===== config.mk =====
export PLATFORM = sky130hd
export DESIGN_NAME = bseq_engine
export DESIGN_NICKNAME = d
export VERILOG_FILES = /design/src/rtl/bseq_pkg.sv /design/src/rtl/bseq_prog_mem.sv /design/src/rtl/bseq_tick_gen.sv /design/src/rtl/bseq_delay_ctr.sv /design/src/rtl/bseq_flag_bank.sv /design/src/rtl/bseq_engine.sv
export SDC_FILE = /design/constraint.sdc
export NUM_CORES = 2
export LEC_CHECK = 0
export BUFFER_PORTS_ARGS = -buffer_cell sky130_fd_sc_hd__buf_2
export CAP_MARGIN = 20
export CORE_ASPECT_RATIO = 1.1
export CORE_MARGIN = 4
export CORE_UTILIZATION = 40
export CTS_BUF_LIST = sky130_fd_sc_hd__clkbuf_4 sky130_fd_sc_hd__clkbuf_8
export CTS_CLUSTER_SIZE = 28
export DETAILED_ROUTE_END_ITERATION = 7
export PLACE_DENSITY = 0.59
export REMOVE_ABC_BUFFERS = 1
export SLEW_MARGIN = 20
export SYNTH_ARGS = -nofsm -noshare
export SYNTH_HDL_FRONTEND = slang
export SYNTH_HIERARCHICAL = 1
export SYNTH_SLANG_ARGS = --single-unit

===== constraint.sdc =====
create_clock -name clk -period 9.9 [get_ports clk]
set_input_delay 1.98 -clock clk [delete_from_list [all_inputs] [get_ports clk]]
set_output_delay 1.98 -clock clk [all_outputs]
set_load 0.01 [all_outputs]

===== src/rtl/bseq_pkg.sv =====
package bseq_pkg;

   typedef enum logic [2:0] {
      ST_IDLE,
      ST_FETCH,
      ST_OPER,
      ST_WAIT,
      ST_DELAY
   } bseq_state_e;

   typedef enum logic [3:0] {
      K_END,
      K_DELAY,
      K_FLAG,
      K_ADDR_S,
      K_ADDR_L,
      K_DATA_S,
      K_DATA_L,
      K_WAIT,
      K_SKIP
   } bseq_kind_e;

   localparam logic [7:0] OPC_STOP      = 8'h7F;
   localparam logic [7:0] OPC_ADDR_HALF = 8'h40;
   localparam logic [7:0] OPC_ADDR_FULL = 8'hE0;
   localparam logic [7:0] OPC_DATA_HALF = 8'h42;
   localparam logic [7:0] OPC_DATA_FULL = 8'hE2;
   localparam logic [7:0] OPC_WAITFLAG  = 8'h5F;

   function automatic bseq_kind_e classify(input logic [7:0] b);
      bseq_kind_e k;
      if (b == OPC_STOP)                        k = K_END;
      else if (b == OPC_ADDR_HALF)              k = K_ADDR_S;
      else if (b == OPC_ADDR_FULL)              k = K_ADDR_L;
      else if (b == OPC_DATA_HALF)              k = K_DATA_S;
      else if (b == OPC_DATA_FULL)              k = K_DATA_L;
      else if (b == OPC_WAITFLAG)               k = K_WAIT;
      else if (b[7:6] == 2'b00)                 k = K_DELAY;
      else if (b[7] && (b[6:5] != 2'b11))       k = K_FLAG;
      else                                      k = K_SKIP;
      return k;
   endfunction

   // microsecond units encoded by a delay opcode: mantissa << (2*shift)
   function automatic logic [31:0] delay_units(input logic [5:0] b);
      return 32'(b[1:0]) << {b[5:2], 1'b0};
   endfunction

endpackage


===== src/rtl/bseq_prog_mem.sv =====
module bseq_prog_mem #(
   parameter int WORDS = 64,
   localparam int AW   = $clog2(WORDS),
   localparam int BW   = AW + 2
) (
   input  logic          clk,
   input  logic          we,
   input  logic [AW-1:0] waddr,
   input  logic [31:0]   wdata,
   input  logic [BW-1:0] raddr,
   output logic [7:0]    rbyte
);

   logic [31:0] mem [WORDS];
   logic [31:0] word;
   logic [7:0]  lanes [4];

   always_ff @(posedge clk) begin
      if (we) mem[waddr] <= wdata;
   end

   assign word = mem[raddr[BW-1:2]];

   for (genvar g = 0; g < 4; g++) begin : g_lane
      assign lanes[g] = word[8*g +: 8];
   end

   assign rbyte = lanes[raddr[1:0]];

endmodule


===== src/rtl/bseq_tick_gen.sv =====
module bseq_tick_gen #(
   parameter int DIV = 4,
   localparam int CW = (DIV > 1) ? $clog2(DIV) : 1
) (
   input  logic clk,
   input  logic rst_n,
   input  logic clr,
   input  logic en,
   output logic tick
);

   logic [CW-1:0] cnt;

   always_ff @(posedge clk or negedge rst_n) begin
      if (!rst_n)                      cnt <= '0;
      else if (clr)                    cnt <= '0;
      else if (en) begin
         if (cnt == CW'(DIV - 1))      cnt <= '0;
         else                          cnt <= cnt + 1'b1;
      end
   end

   assign tick = en && (cnt == CW'(DIV - 1));

   AST_TICK_CNT_RANGE: assert property (@(posedge clk) disable iff (!rst_n)
      32'(cnt) < DIV);

endmodule


===== src/rtl/bseq_delay_ctr.sv =====
module bseq_delay_ctr #(
   parameter int CNT_W = 32
) (
   input  logic             clk,
   input  logic             rst_n,
   input  logic             load,
   input  logic [CNT_W-1:0] load_val,
   input  logic             tick,
   output logic             last
);

   logic [CNT_W-1:0] rem;

   always_ff @(posedge clk or negedge rst_n) begin
      if (!rst_n)                    rem <= '0;
      else if (load)                 rem <= load_val;
      else if (tick && rem != '0)    rem <= rem - 1'b1;
   end

   assign last = (rem == CNT_W'(1));

   AST_DELAY_NO_UNDERFLOW: assert property (@(posedge clk) disable iff (!rst_n)
      tick |-> (rem != '0));

endmodule


===== src/rtl/bseq_flag_bank.sv =====
module bseq_flag_bank #(
   parameter int IW = 5,
   localparam int NF = 1 << IW
) (
   input  logic          clk,
   input  logic          rst_n,
   input  logic          upd,
   input  logic [IW-1:0] idx,
   input  logic [1:0]    act,
   output logic [NF-1:0] lvl,
   output logic [NF-1:0] drv
);

   for (genvar f = 0; f < NF; f++) begin : g_flag
      always_ff @(posedge clk or negedge rst_n) begin
         if (!rst_n) begin
            lvl[f] <= 1'b0;
            drv[f] <= 1'b0;
         end else if (upd && idx == IW'(f)) begin
            lvl[f] <= (act == 2'd2);
            drv[f] <= (act != 2'd0);
         end
      end
   end

   AST_FLAG_ACT_LEGAL: assert property (@(posedge clk) disable iff (!rst_n)
      upd |-> (act != 2'b11));

endmodule


===== src/rtl/bseq_engine.sv =====
module bseq_engine
   import bseq_pkg::*;
#(
   parameter int PROG_WORDS = 64,
   parameter int TICK_DIV   = 4,
   localparam int MEM_AW    = $clog2(PROG_WORDS),
   localparam int BYTE_AW   = MEM_AW + 2,
   localparam int PTR_W     = BYTE_AW + 1,
   localparam int NUM_BYTES = PROG_WORDS * 4,
   localparam int FLAG_IW   = 5,
   localparam int NUM_FLAGS = 1 << FLAG_IW
) (
   input  logic                 clk,
   input  logic                 rst_n,
   input  logic                 prog_we,
   input  logic [MEM_AW-1:0]    prog_addr,
   input  logic [31:0]          prog_wdata,
   input  logic                 go,
   input  logic [NUM_FLAGS-1:0] flag_in,
   output logic                 busy,
   output logic                 wr_valid,
   output logic [31:0]          wr_addr,
   output logic [31:0]          wr_data,
   output logic [NUM_FLAGS-1:0] flag_out,
   output logic [NUM_FLAGS-1:0] flag_en
);

   if (PROG_WORDS < 2 || (PROG_WORDS & (PROG_WORDS - 1)) != 0) begin : g_bad_depth
      $error("PROG_WORDS must be a power of two of at least 2");
   end
   if (TICK_DIV < 1) begin : g_bad_div
      $error("TICK_DIV must be at least 1");
   end

   bseq_state_e        state;
   logic [PTR_W-1:0]   ptr;
   bseq_kind_e         op_q;
   logic [1:0]         cnt_q;
   logic [23:0]        asm_q;
   logic [31:0]        addr_q, data_q;
   logic [FLAG_IW-1:0] widx_q;
   logic               wlvl_q;
   logic               wr_valid_q;
   logic [31:0]        wr_addr_q, wr_data_q;

   logic [7:0]         cur;
   bseq_kind_e         kind;
   logic               at_end;
   logic               fetching;
   logic               last_opnd;
   logic [31:0]        units;
   logic               tick, dly_last;

   bseq_prog_mem #(.WORDS(PROG_WORDS)) u_mem (
      .clk   (clk),
      .we    (prog_we && state == ST_IDLE),
      .waddr (prog_addr),
      .wdata (prog_wdata),
      .raddr (ptr[BYTE_AW-1:0]),
      .rbyte (cur)
   );

   assign kind     = classify(cur);
   assign at_end   = (ptr == PTR_W'(NUM_BYTES));
   assign fetching = (state == ST_FETCH) && !at_end;
   assign units    = delay_units(cur[5:0]);
   assign last_opnd = (op_q == K_ADDR_L || op_q == K_DATA_L) ? (cnt_q == 2'd3)
                                                             : (cnt_q == 2'd1);

   bseq_tick_gen #(.DIV(TICK_DIV)) u_tick (
      .clk   (clk),
      .rst_n (rst_n),
      .clr   (state != ST_DELAY),
      .en    (state == ST_DELAY),
      .tick  (tick)
   );

   bseq_delay_ctr #(.CNT_W(32)) u_dly (
      .clk      (clk),
      .rst_n    (rst_n),
      .load     (fetching && kind == K_DELAY),
      .load_val (units),
      .tick     (tick),
      .last     (dly_last)
   );

   bseq_flag_bank #(.IW(FLAG_IW)) u_flags (
      .clk   (clk),
      .rst_n (rst_n),
      .upd   (fetching && kind == K_FLAG),
      .idx   (cur[FLAG_IW-1:0]),
      .act   (cur[6:5]),
      .lvl   (flag_out),
      .drv   (flag_en)
   );

   always_ff @(posedge clk or negedge rst_n) begin
      if (!rst_n) begin
         state      <= ST_IDLE;
         ptr        <= '0;
         op_q       <= K_SKIP;
         cnt_q      <= '0;
         asm_q      <= '0;
         addr_q     <= '0;
         data_q     <= '0;
         widx_q     <= '0;
         wlvl_q     <= 1'b0;
         wr_valid_q <= 1'b0;
         wr_addr_q  <= '0;
         wr_data_q  <= '0;
      end else begin
         wr_valid_q <= 1'b0;
         unique case (state)
            ST_IDLE: begin
               if (go) begin
                  state <= ST_FETCH;
                  ptr   <= '0;
               end
            end
            ST_FETCH: begin
               if (at_end) begin
                  state <= ST_IDLE;
               end else begin
                  ptr <= ptr + 1'b1;
                  unique case (kind)
                     K_END:   state <= ST_IDLE;
                     K_DELAY: if (units != '0) state <= ST_DELAY;
                     K_ADDR_S, K_ADDR_L, K_DATA_S, K_DATA_L, K_WAIT: begin
                        op_q  <= kind;
                        cnt_q <= '0;
                        state <= ST_OPER;
                     end
                     default: ;
                  endcase
               end
            end
            ST_OPER: begin
               if (at_end) begin
                  state <= ST_IDLE;
               end else begin
                  ptr <= ptr + 1'b1;
                  if (!last_opnd) begin
                     cnt_q <= cnt_q + 1'b1;
                     unique case (cnt_q)
                        2'd0:    asm_q[7:0]   <= cur;
                        2'd1:    asm_q[15:8]  <= cur;
                        default: asm_q[23:16] <= cur;
                     endcase
                  end else begin
                     state <= ST_FETCH;
                     unique case (op_q)
                        K_ADDR_S: begin
                           addr_q     <= {addr_q[31:16], cur, asm_q[7:0]};
                           wr_addr_q  <= {addr_q[31:16], cur, asm_q[7:0]};
                           wr_data_q  <= data_q;
                           wr_valid_q <= 1'b1;
                        end
                        K_ADDR_L: begin
                           addr_q     <= {cur, asm_q};
                           wr_addr_q  <= {cur, asm_q};
                           wr_data_q  <= data_q;
                           wr_valid_q <= 1'b1;
                        end
                        K_DATA_S: data_q <= {data_q[31:16], cur, asm_q[7:0]};
                        K_DATA_L: data_q <= {cur, asm_q};
                        default: begin
                           widx_q <= asm_q[FLAG_IW-1:0];
                           wlvl_q <= cur[0];
                           state  <= ST_WAIT;
                        end
                     endcase
                  end
               end
            end
            ST_WAIT: begin
               if (flag_in[widx_q] == wlvl_q) state <= ST_FETCH;
            end
            default: begin
               if (tick && dly_last) state <= ST_FETCH;
            end
         endcase
      end
   end

   assign busy     = (state != ST_IDLE);
   assign wr_valid = wr_valid_q;
   assign wr_addr  = wr_addr_q;
   assign wr_data  = wr_data_q;

   AST_GO_STARTS: assert property (@(posedge clk) disable iff (!rst_n)
      (!busy && go) |=> busy);
   AST_WR_WHILE_BUSY: assert property (@(posedge clk) disable iff (!rst_n)
      wr_valid |-> busy);
   AST_WR_SINGLE: assert property (@(posedge clk) disable iff (!rst_n)
      wr_valid |=> !wr_valid);
   AST_FLAGS_QUIET_IDLE: assert property (@(posedge clk) disable iff (!rst_n)
      !busy |=> ($stable(flag_out) && $stable(flag_en)));
   AST_PTR_BOUND: assert property (@(posedge clk) disable iff (!rst_n)
      32'(ptr) <= NUM_BYTES);

endmodule


==> results.md <==
Hold path:
- The hold-critical path endpoint is wr_data[26].
- The path class of the tightest hold or removal check is reg2reg.
- Along the worst hold path, the cell count comes to 1.
- The startpoint identified for the worst hold timing path is data_q[26].

Finish:
- The share of cells above drive strength 1 is 31.80%.
- Summing all non-filler instances in the final layout gives an area of 102900 um2.
- Compared with the post-synthesis result, the final layout area differs by 13.56%.
- The net total in the final layout is 5111.

Worst setup path:
- Broken down by cell family, the worst path's largest delay share belongs to buffers and inverters.
- The worst setup path is of the reg2reg kind.
- On the worst path, the slowest cell contributes a delay of 0.75 ns.
- The setup slack of the worst register-to-register path is 2.40 ns.
- The arrival time of data at the critical path endpoint is 8.46 ns.
- The critical register-to-register path endpoint is u_dly/rem[11].
- The data required time at the worst endpoint is 10.86 ns.
- In this run the critical register-to-register path is launched from ptr[2].
- The largest fanout on the critical path is 84.
- The number of cells on the worst reg-to-reg path is 18.
- The critical path contains buffers and inverters numbering 4 combined.
- The largest individual stage delay along the critical path comes from the cell sky130_fd_sc_hd__dfrtp_4.
- Traced cell by cell, the critical path runs through buf_12 -> buf_12 -> mux4_2 -> a22o_1 -> a221oi_1 -> o32ai_1 -> nor3_1 -> nor4_2 -> buf_4 -> or4_4 -> a211oi_1 -> o21ai_0 -> nand2_1 -> a2111oi_2 -> inv_1 -> nand2_1 -> mux2_2 -> o211ai_1.
- The nature of the critical path endpoint is a flop.
- STA classifies the critical path startpoint as a flop.

Power and ir drop:
- Dividing total power by cell area gives a power density of 233.2 nW/um2.
- Summed over all cells, the static leakage comes to 33.26 nW.
- The overall power is 24.00 mW.
- The maximum vdd ir drop is 0.0001854 V.

Global route:
- Entering global routing, the biggest net connects 170 pins.
- The global-route wire length before repair is 345400 um.
- Global routing used 20.21% of the available tracks.
- The number of global-route vias before repair is 48260.
- The number of antenna violations at the first check in global routing was 7.
- For this run the aggregate overflow at the end of global routing stands at 0.

Placed design:
- Detailed placement ended at an HPWL of 134200 um.
- Once placement finished, the instance area stood at 95690 um2.
- The global placement routability congestion is 0.8102.
- Input and output buffers added on the ports amount to 203.

Synthesis:
- The portion of synthesized cell area occupied by the leading cell type is 67.87%.
- The synthesized area divided by synthesized cell count is 19.90 um2.
- Sorting the synthesized cells by area gives the leading types as sky130_fd_sc_hd__edfxtp_1 68%, sky130_fd_sc_hd__mux4_2 11%, sky130_fd_sc_hd__dfrtp_1 7.1%.
- The dominant register cell in the synthesized netlist is sky130_fd_sc_hd__edfxtp_1.
- After synthesis, the netlist uses 90 different library cells.
- The sequential cell area fraction in the yosys report is 75.02%.
- The most repeated cell in the gate-level netlist after synthesis is sky130_fd_sc_hd__edfxtp_1.
- The fraction of registers with async set or reset after synthesis is 11.23%.
- The top cell type by total area after synthesis is sky130_fd_sc_hd__edfxtp_1.
- In the synthesized netlist, the cells that appear most often are 2048 x sky130_fd_sc_hd__edfxtp_1, 450 x sky130_fd_sc_hd__mux4_2, 258 x sky130_fd_sc_hd__dfrtp_1.
- After synthesis the netlist holds a flip-flop and latch count of 2307.
- The number of cells produced by synthesis is 4554.
- The number of flops mapped to enable cells by yosys is 2048.
- The mapped cell area is 90620 um2.
- The number of warnings issued by yosys is 6.

Detailed routing:
- Summing over every cut layer, the via total after detailed routing is 47800.
- After the first detailed-routing iteration, the DRC count stood at 4893.
- The via density per instance is 5.801.
- For this run, design rule violations remaining after detail routing come to 0.
- The length of the first detailed-routing pass in iterations is 6.
- The remaining antenna violation count is 0.
- The wire length per cell is 29.05 um.
- Summed over all layers, the routed wires come to 239400 um.

Clock network:
- TritonCTS built the clock tree.
- The clock buffer count from CTS is 378.
- The root buffer cell chosen for the clock tree is sky130_fd_sc_hd__clkbuf_8.
- The clock latency at the later pin of the worst-skew pair is 1.09 ns.
- Clock-pin slew was measured on the worst setup and hold paths at 0.06 ns.
- In this run the post-CTS setup repair buffer count came out at 0.
- The deepest level of the CTS H-tree is 5.
- The clock passes through at most 4 buffers.
- In this run, post-CTS hold repair placed 0 buffers.
- For this design, the sink count on the clock tree is 2307.
- The number of gates resized after CTS was 0.

Timing:
- Clock skew on the completed layout was measured at 0.1101 ns.
- Measured against its own limit, the worst slew margin works out to 22.23%.
- Subtracting the final worst setup slack from the clock period gives 7.498 ns.
- Setup repair after global routing left no endpoint under its margin.
- The count of final max-slew check failures is 0.
- For the pin with the worst max-slew slack, the measured transition is 1.137 ns.
- The final cycle utilization of the critical path is 75.74%.
- The achievable frequency is 133.4 MHz.
- The final-report hold violation count is 0.
- Setup violations remaining at the end of the flow were counted as 0.

Die:
- The core region is 224500 um2.
- Once the floorplan was initialized, standard cells occupied 40.36% of the core.
- The floorplan step defined a die boundary enclosing 234200 um2.
- The die outline height is 507.2 um.
- The number of placement rows is 182.
- The floorplan step set the die width to 461.8 um.
- The I/O pin total is 204.

Job:
- The total of max-cap violations is 0.

Run status:
- The flow ran to the end, and the final reports show no timing, DRC or antenna violations.
worst max path at each step:
stage	cells past startpoint	slack, ns	start	to
CTS	17	2.34	ptr[2]	u_flags/lvl[20]
global route	17	1.95	ptr[2]	u_flags/lvl[20]
floorplan	14	-24.54	ptr[2]	u_dly/rem[15]
detailed placement	17	2.38	ptr[2]	u_flags/drv[20]
global placement	16	2.34	ptr[2]	u_flags/drv[21]
finish	18	2.40	ptr[2]	u_dly/rem[11]
worst register-to-register path: stages, from the launching register on:
cell and delay, ns:
sky130_fd_sc_hd__dfrtp_4 0.75, sky130_fd_sc_hd__buf_12 0.45, sky130_fd_sc_hd__buf_12 0.57, sky130_fd_sc_hd__mux4_2 0.76, sky130_fd_sc_hd__a22o_1 0.24, sky130_fd_sc_hd__a221oi_1 0.58
sky130_fd_sc_hd__o32ai_1 0.23, sky130_fd_sc_hd__nor3_1 0.60, sky130_fd_sc_hd__nor4_2 0.19, sky130_fd_sc_hd__buf_4 0.34, sky130_fd_sc_hd__or4_4 0.61, sky130_fd_sc_hd__a211oi_1 0.20
sky130_fd_sc_hd__o21ai_0 0.29, sky130_fd_sc_hd__nand2_1 0.21, sky130_fd_sc_hd__a2111oi_2 0.07, sky130_fd_sc_hd__inv_1 0.71, sky130_fd_sc_hd__nand2_1 0.17, sky130_fd_sc_hd__mux2_2 0.29
sky130_fd_sc_hd__o211ai_1 0.10
cells in the final DEF (no fill, tap or decap), types with 19 or more instances in the layout:
master                        n
sky130_fd_sc_hd__nand2b_1    20
sky130_fd_sc_hd__o21ai_0     63
sky130_fd_sc_hd__nor3_1      42
sky130_fd_sc_hd__nor2_1     105
sky130_fd_sc_hd__a21oi_1     99
sky130_fd_sc_hd__a22o_1      19
sky130_fd_sc_hd__buf_4      155
sky130_fd_sc_hd__nor2b_1     26
sky130_fd_sc_hd__dfrtp_1    253
sky130_fd_sc_hd__clkinv_2    23
sky130_fd_sc_hd__o221ai_1    35
sky130_fd_sc_hd__edfxtp_1  2048
sky130_fd_sc_hd__a22oi_1    126
sky130_fd_sc_hd__o22ai_1     41
sky130_fd_sc_hd__clkbuf_8   393
sky130_fd_sc_hd__buf_2      183
sky130_fd_sc_hd__clkbuf_4   127
sky130_fd_sc_hd__nor2_4      68
sky130_fd_sc_hd__mux2_2     170
sky130_fd_sc_hd__a221oi_1    21
sky130_fd_sc_hd__a31oi_1     22
sky130_fd_sc_hd__inv_1       19
sky130_fd_sc_hd__mux4_2     450
sky130_fd_sc_hd__clkinv_1    80
sky130_fd_sc_hd__mux2i_1    193
sky130_fd_sc_hd__nand3_1     32
sky130_fd_sc_hd__nor4_1      23
sky130_fd_sc_hd__nand2_1    135
sky130_fd_sc_hd__a211oi_1    28
flip-flops by register name, summed over array words and instances, names as in the netlist:
name         flops
wr_valid         1
asm_q           24
u_mem/mem     2048
state            3
u_flags/lvl     32
addr_q          16
ptr              9
data_q          32
u_dly/rem       32
cnt_q            2
u_tick/cnt       2
wlvl_q           1
wr_addr         32
wr_data         32
op_q             4
u_flags/drv     32
widx_q           5
power by group:
| group | total, mW | leakage, nW | internal [mW] | switching, mW |
|---|---|---|---|---|
| clock network | 7.94 | 3.76 | 4.31 | 3.63 |
| logic | 5.00 | 7.62 | 2.13 | 2.87 |
| registers | 11.1 | 21.9 | 10.8 | 0.244 |
through the flow:
stage | setup slack, ns | instances | utilization [%] | hold WS (ns) | TNS (ns)
after detailed placement | 2.381 | 7590 | 42.62 | 0.4689 | 0
after CTS | 2.335 | 8231 | 45.78 | 0.4658 | 0
after floorplan | -24.54 | 4294 | - | 0.4621 | -4250.41
after global routing | 1.949 | 8235 | 45.83 | 0.4957 | 0
final | 2.402 | 8239 | 45.83 | 0.4620 | 0
after global placement | 2.336 | 7589 | 42.60 | 0.4616 | 0
layer usage:
layer	GRT usage [%]	vias to the layer above	wire length, um
met3	4.096	378	18000
met4	5.638	2	6142
met2	32.39	1955	114800
li1	-	19770	-
met5	0	-	7
met1	28.24	25690	100400
area by class of cell:
class / instances / area [um2]
clock buffers: 520 / 6362
diodes: 5 / 12.51
multi-input cells: 1967 / 21630
well taps: 2944 / 3684
clock inverters: 121 / 732.0
inverters: 20 / 75.07
repair buffers: 355 / 2415
flip-flops and latches: 2307 / 67990
fillers: 19040 / 121600
kinds of logic (layout without fill, tap and decap cells):
group                    after synthesis  in the layout  share of synthesized area, %
other                                  0              5                             0
XOR/XNOR                              15             15                        0.1450
AND/OR/NAND/NOR                      603            603                         3.446
AO/OA/AOI/OAI                        522            522                         3.954
adder cells (fa/ha/maj)                8              8                        0.1105
buffers and inverters                280           1016                         1.795
multiplexers                         819            819                         15.53
flip-flops                          2307           2307                         75.02
Power figures use the tool's default switching activity.
